## src/rtl/txq_pkg.sv

```systemverilog
package txq_pkg;
  function automatic int unsigned cnt_w(input int unsigned depth);
    return $clog2(depth + 1);
  endfunction
endpackage

```

## src/rtl/txq_store.sv

```systemverilog
module txq_store #(
  parameter int unsigned DEPTH = 128,
  parameter int unsigned DW    = 8
) (
  input  logic          clk_i,
  input  logic          rst_ni,
  input  logic          flush_i,
  input  logic          push_i,
  input  logic          pop_i,
  input  logic [DW-1:0] wdata_i,
  output logic [DW-1:0] rdata_o
);
  localparam int unsigned AW = (DEPTH > 1) ? $clog2(DEPTH) : 1;
  localparam logic [AW-1:0] LAST = AW'(DEPTH - 1);

  logic [DW-1:0] mem_q [DEPTH];
  logic [AW-1:0] wr_ptr_q, rd_ptr_q;

  function automatic logic [AW-1:0] bump(input logic [AW-1:0] p);
    return (p == LAST) ? '0 : p + 1'b1;
  endfunction

  always_ff @(posedge clk_i or negedge rst_ni) begin
    if (!rst_ni) begin
      wr_ptr_q <= '0;
      rd_ptr_q <= '0;
    end else if (flush_i) begin
      wr_ptr_q <= '0;
      rd_ptr_q <= '0;
    end else begin
      if (push_i) wr_ptr_q <= bump(wr_ptr_q);
      if (pop_i)  rd_ptr_q <= bump(rd_ptr_q);
    end
  end

  always_ff @(posedge clk_i) begin
    if (push_i) mem_q[wr_ptr_q] <= wdata_i;
  end

  assign rdata_o = mem_q[rd_ptr_q];
endmodule

```

## src/rtl/txq_level.sv

```systemverilog
module txq_level #(
  parameter int unsigned DEPTH = 128,
  parameter int unsigned CW    = 8
) (
  input  logic          clk_i,
  input  logic          rst_ni,
  input  logic          flush_i,
  input  logic          wr_i,
  input  logic          pop_req_i,
  input  logic [CW-1:0] cap_i,
  output logic          push_o,
  output logic          pop_o,
  output logic [CW-1:0] level_o,
  output logic [CW-1:0] level_next_o
);
  logic [CW-1:0] level_q;

  // writes at capacity are refused even with a pop in the same cycle
  assign push_o = wr_i && !flush_i && (level_q < cap_i);
  assign pop_o  = pop_req_i && !flush_i && (level_q != '0);

  always_comb begin
    level_next_o = level_q;
    if (flush_i)               level_next_o = '0;
    else if (push_o && !pop_o) level_next_o = level_q + 1'b1;
    else if (pop_o && !push_o) level_next_o = level_q - 1'b1;
  end

  always_ff @(posedge clk_i or negedge rst_ni) begin
    if (!rst_ni) level_q <= '0;
    else         level_q <= level_next_o;
  end

  assign level_o = level_q;

  a_r3_no_overflow: assert property (@(posedge clk_i) disable iff (!rst_ni)
    level_q <= CW'(DEPTH));

  a_r2_level_step: assert property (@(posedge clk_i) disable iff (!rst_ni)
    !flush_i |=> (level_q == $past(level_q)) || (level_q == $past(level_q) + 1'b1)
                 || (level_q + 1'b1 == $past(level_q)));

  a_r11_pop_empty: assert property (@(posedge clk_i) disable iff (!rst_ni)
    (pop_req_i && !wr_i && level_q == '0) |=> level_q == '0);

  a_r10_flush: assert property (@(posedge clk_i) disable iff (!rst_ni)
    flush_i |=> level_q == '0);
endmodule

```

## src/rtl/txq_irq.sv

```systemverilog
module txq_irq #(
  parameter int unsigned CW = 8
) (
  input  logic          clk_i,
  input  logic          rst_ni,
  input  logic          push_i,
  input  logic          pop_i,
  input  logic [CW-1:0] level_i,
  input  logic [CW-1:0] level_next_i,
  input  logic [CW-1:0] trig_i,
  input  logic          ack_i,
  input  logic          en_i,
  output logic          irq_o
);
  logic pend_q, set_evt, clr_evt;

  assign set_evt = pop_i && !push_i &&
                   (((level_i >= trig_i) && (level_next_i < trig_i)) || (level_next_i == '0));
  assign clr_evt = (push_i && (level_next_i >= trig_i)) || ack_i;

  always_ff @(posedge clk_i or negedge rst_ni) begin
    if (!rst_ni)      pend_q <= 1'b0;
    else if (set_evt) pend_q <= 1'b1;
    else if (clr_evt) pend_q <= 1'b0;
  end

  assign irq_o = pend_q && en_i;

  a_r8_irq_mask: assert property (@(posedge clk_i) disable iff (!rst_ni)
    !en_i |-> !irq_o);

  a_r9_ack_clears: assert property (@(posedge clk_i) disable iff (!rst_ni)
    (ack_i && !set_evt) |=> !pend_q);

  a_r7_empty_sets: assert property (@(posedge clk_i) disable iff (!rst_ni)
    (pop_i && !push_i && level_i == CW'(1)) |=> pend_q);
endmodule

```

## src/rtl/tx_hold_queue.sv

```systemverilog
module tx_hold_queue
  import txq_pkg::*;
#(
  parameter int unsigned DEPTH = 128,
  parameter int unsigned DW    = 8
) (
  input  logic                       clk_i,
  input  logic                       rst_ni,
  input  logic                       wr_en_i,
  input  logic [DW-1:0]              wr_data_i,
  input  logic                       pop_i,
  input  logic                       shift_busy_i,
  input  logic [cnt_w(DEPTH)-1:0]    trig_lvl_i,
  input  logic                       fifo_en_i,
  input  logic                       irq_en_i,
  input  logic                       irq_ack_i,
  output logic [DW-1:0]              rd_data_o,
  output logic [cnt_w(DEPTH)-1:0]    level_o,
  output logic                       thr_empty_o,
  output logic                       tx_empty_o,
  output logic                       irq_o
);
  localparam int unsigned CW = cnt_w(DEPTH);

  logic          mode_q, flush;
  logic          push, pop;
  logic [CW-1:0] cap, eff_trig, level, level_next;

  always_ff @(posedge clk_i or negedge rst_ni) begin
    if (!rst_ni) mode_q <= 1'b0;
    else         mode_q <= fifo_en_i;
  end

  assign flush    = fifo_en_i != mode_q;
  assign cap      = fifo_en_i ? CW'(DEPTH) : CW'(1);
  assign eff_trig = fifo_en_i ? trig_lvl_i : CW'(1);

  txq_level #(.DEPTH(DEPTH), .CW(CW)) u_level (
    .clk_i, .rst_ni,
    .flush_i      (flush),
    .wr_i         (wr_en_i),
    .pop_req_i    (pop_i),
    .cap_i        (cap),
    .push_o       (push),
    .pop_o        (pop),
    .level_o      (level),
    .level_next_o (level_next)
  );

  txq_store #(.DEPTH(DEPTH), .DW(DW)) u_store (
    .clk_i, .rst_ni,
    .flush_i (flush),
    .push_i  (push),
    .pop_i   (pop),
    .wdata_i (wr_data_i),
    .rdata_o (rd_data_o)
  );

  txq_irq #(.CW(CW)) u_irq (
    .clk_i, .rst_ni,
    .push_i       (push),
    .pop_i        (pop),
    .level_i      (level),
    .level_next_i (level_next),
    .trig_i       (eff_trig),
    .ack_i        (irq_ack_i),
    .en_i         (irq_en_i),
    .irq_o        (irq_o)
  );

  assign level_o     = level;
  assign thr_empty_o = level == '0;
  assign tx_empty_o  = thr_empty_o && !shift_busy_i;

  a_r6_single_cap: assert property (@(posedge clk_i) disable iff (!rst_ni)
    !mode_q |-> level <= CW'(1));

  a_r5_tx_empty: assert property (@(posedge clk_i) disable iff (!rst_ni)
    tx_empty_o |-> (thr_empty_o && !shift_busy_i));
endmodule

```

## config.mk

```make
export PLATFORM = sky130hd
export DESIGN_NAME = tx_hold_queue
export DESIGN_NICKNAME = d
export VERILOG_FILES = /design/src/rtl/txq_pkg.sv /design/src/rtl/txq_store.sv /design/src/rtl/txq_level.sv /design/src/rtl/txq_irq.sv /design/src/rtl/tx_hold_queue.sv
export SDC_FILE = /design/constraint.sdc
export NUM_CORES = 1
export LEC_CHECK = 0
export BUFFER_PORTS_ARGS = -buffer_cell sky130_fd_sc_hd__clkbuf_2
export CORE_MARGIN = 3
export CORE_UTILIZATION = 45
export CTS_BUF_LIST = sky130_fd_sc_hd__clkbuf_16
export DETAILED_ROUTE_END_ITERATION = 12
export SLEW_MARGIN = 20
export SYNTH_ARGS = -nofsm -noshare
export SYNTH_HDL_FRONTEND = slang
export SYNTH_SLANG_ARGS = --single-unit
```

## constraint.sdc

```tcl
create_clock -name clk_i -period 4.7 [get_ports clk_i]
set_clock_uncertainty 0.05 [all_clocks]
set_input_delay 0.235 -clock clk_i [delete_from_list [all_inputs] [get_ports clk_i]]
set_output_delay 0.235 -clock clk_i [all_outputs]
set_load 0.1 [all_outputs]
```

==> results.md <==
- Status: completed
- Top post-synthesis cells by area: edfxtp_1 74%, mux4_2 18%, dfrtp_1 1.5%
- Reg2Reg Setup Slack: 0.75 ns
- Post-synthesis adder-cell area fraction: less than 1%
- Final Hold Fails: 0
- Final Util: around half
- Unrepaired setup endpoints after global routing: no
- Main combinational cell family by area after synthesis: multiplexers
- Avg Vias per Cell: 5.96
- Clock Tree Buf Depth: 3
- Overall routing resource usage: 20.2%
- Max IR drop VDD: just over 0.0004 V
- TritonCTS clock tree: built
- Number of flops mapped to enable cells by yosys: 1,024
- Core Region: a little over 0.09 mm²
- Setup TNS: 0 ns
- Final net count: 2,009
- Met2 WL: 46,000 µm
- Global placement routability congestion: 0.806
- Final period util: 96.5%
- Pin count of the biggest net entering global routing: 90
- First-pass GRT wire length: 139,000 µm
- Setup-violating endpoint count in the final report: 0
- PD cells: 511 mW/mm²
- Number of global-route vias before repair: 19,641
- CTS Sinks: 1,048
- Hold_ws: 0.0455 ns
- Die Wd: a little over 300 µm
- Worst relative slew slack: 29.5%
- Final ANT Viol Nets: 0
- Arrival time at the worst endpoint: 4.25 ns
- Maximum Capacitance Violations: 0
- Drt drc: 0
- Worst endpoint required time: 4.41 ns
- Synth unique cells: 43
- Sequential share of the synthesized area: around three quarters
- Initial DRC Count: 2,081
- Synth area leader: edfxtp_1
- Syn nets: 1,902
- H-tree depth: 3
- Mux contribution to synthesized area: a little under a fifth
- Num CTS Buffers: 106
- Top Metal Used: met4
- WL met3: about 6600 µm
- Worst setup SP type: flip-flop
- Yosys top cell area share: 74.4%
- Final Power: 23.7 mW
- CTS root buffer: clkbuf_16
- Place WS: 0.479 ns
- Initial antenna violation count: 1
- Chip height: between 300 and 400 µm
- Commonest register cell after synthesis: edfxtp_1
- Synth Register Bits: 1,048
- CP Max Fanout: 34
- Initial DRT Pass Iterations: 5
- Fmax: 0.220 GHz
- WL final: 94,700 µm
- Setup CP Type: flip-flop to output port
- Post-synthesis xor/xnor area fraction: less than 1%
- Leak: 14.1 nW
- Setup ws final: 0.163 ns
- Worst Setup End Kind: output port
- Clock Latency Late Sink: around 0.67 ns
- Fin crit period: roughly 4.5 ns
- Hold Path Class: primary input to flip-flop
- Die area: 0.0955 mm²
- Syn avg cell area: 22.3 µm²
- Dpl hpwl: 57,300 µm
- WL per Instance: 29.3 µm
- Initial core utilization: between 40% and 50%
- Total congestion overflow: 0
- Share of layout cells above drive strength 1: 27.7%
- Compound-Gate Fraction of Synth Area: 0.902%
- Port Buf Inserts: 42
- Clk slew on worst S/H paths: 0.06 ns
- Pins Over Slew Limit: 0
- DR vias: 19,236
- Fillers: slightly above 7,000
- R2r worst-path depth: 16
- Cts repair resizes: 0
- Hold path depth: 1
- Metal-1 WL: 40,100 µm
- Post-Synth Simple-Gate Area: 2.73%
- Fraction of registers with async set/reset: 2.29%
- YS warnings: 0
- Area of the mapped netlist: between 0.04 and 0.05 mm²
- Worst slew pin tran: 1.06 ns
- Row count: 110
- Post-synthesis cell count: 1,857
- IO Pins: 43
- Area grow syn2layout: 12.4%
[path summary, 6_finish.rpt]
| path | startpoint | to |
|---|---|---|
| max in group asynchronous | rst_ni | u_store.rd_ptr_q[2] |
| max | u_store.rd_ptr_q[0] | rd_data_o[1] |
| max reg2reg | u_level.level_o[0] | u_irq.pend_q |
| min | wr_data_i[5] | u_store.mem_q[74][5] |
| min in group asynchronous | rst_ni | u_level.level_o[1] |
| min reg2reg | u_irq.pend_q | u_irq.pend_q |
[synthesized netlist by cell type (2+ instances only)]
cell / instances
inv_1: 9
and3_1: 3
nor2_1: 153
and2_1: 7
buf_6: 7
nand2_1: 42
nor4_1: 7
o21ai_0: 10
nand3_1: 12
or2_2: 3
a22oi_1: 9
nor2b_1: 7
o21a_1: 9
dfrtp_1: 24
a311oi_1: 2
nand2b_1: 5
clkbuf_1: 54
mux4_2: 328
xor2_1: 9
nand3b_1: 4
buf_1: 6
or3_1: 3
nor3_1: 6
a21oi_1: 16
a21o_1: 2
nand4b_1: 2
mux2i_1: 19
a32oi_1: 2
nand4_1: 4
ha_1: 21
xnor2_1: 5
edfxtp_1: 1024
buf_2: 33
[cells by family after synthesis]
kind of cell / after synthesis
simple gates: 260
fa+ha+maj: 21
mux: 347
xor+xnor: 14
buf+inv: 110
compound gates: 57
flops: 1048
[flip-flops by register name, summed over array words and instances (netlist names)]
signal            count
u_store.mem_q      1024
u_level.level_o       8
u_store.rd_ptr_q      7
u_store.wr_ptr_q      7
mode_q                1
u_irq.pend_q          1
[stage by stage]
stage,area [µm²],std cells
floorplan,41300,1857
global placement,43100,3024
detailed placement,43100,3024
CTS,46400,3223
global route,46400,3223
finish,46400,3225
[worst max-delay path: stages (launching register included)]
cell,delay (ns)
dfrtp_4,0.50
buf_12,0.17
buf_12,0.26
mux4_2,0.59
mux4_2,0.48
mux2i_1,0.49
a22oi_1,0.29
o21a_1,0.31
clkbuf_2,0.42
[cell usage in the layout (no fill, tap or decap), types with 3 or more instances in the layout]
cell type      instances
and2_1                 7
clkinv_1              27
clkinv_8               3
clkinv_2              13
dfrtp_1               19
clkbuf_16            108
a22oi_1                9
mux4_2               328
nor4_1                 6
ha_1                  21
a21oi_1               16
buf_12                11
xor2_1                 9
or3_1                  3
nor3_1                 5
o21ai_0               10
or2_2                  3
clkbuf_2              34
nand2b_1               5
nand2_1               42
o21a_1                 9
inv_1                 41
xnor2_1                5
nand4_1                4
mux2i_1               19
and3_1                 3
edfxtp_1            1024
bufinv_16              6
nand3b_1               4
dfrtp_4                4
dlygate4sd3_1          3
buf_4                 51
nand3_1               12
nor2_1               153
nor2b_1                7
[routing by layer]
layer  up-vias  track usage (%)
met5         -                0
met3       122             4.03
li1       8028                -
met2       705             32.0
met1     10381             29.4
met4         0             4.66
[layout make-up]
cell class              instances  area [µm²]  share of cell area (%)
well taps                    1176        1470                    3.17
clock buffers                 108        2700                    5.82
multi-input cells             699        9480                    20.4
flip-flops and latches       1048       31400                    67.5
clock inverters                83         544                    1.17
diodes                          2        5.00                  0.0108
inverters                       9        33.8                  0.0728
repair buffers                100         831                    1.79
[power breakdown]
| group | internal [mW] | switching (mW) | leakage, nW |
|---|---|---|---|
| registers | 10.3 | 0.112 | 9.52 |
| logic | 2.38 | 3.04 | 2.90 |
| clock network | 4.46 | 3.41 | 1.71 |
[repair_timing]
action | in CTS | in global routing
buffers inserted | 5 | 0
endpoints found under the hold margin | 26 | 0
endpoints found under the setup margin | 3 | 0
hold buffers | 3 | 0
(Power assumes the default switching activity.)
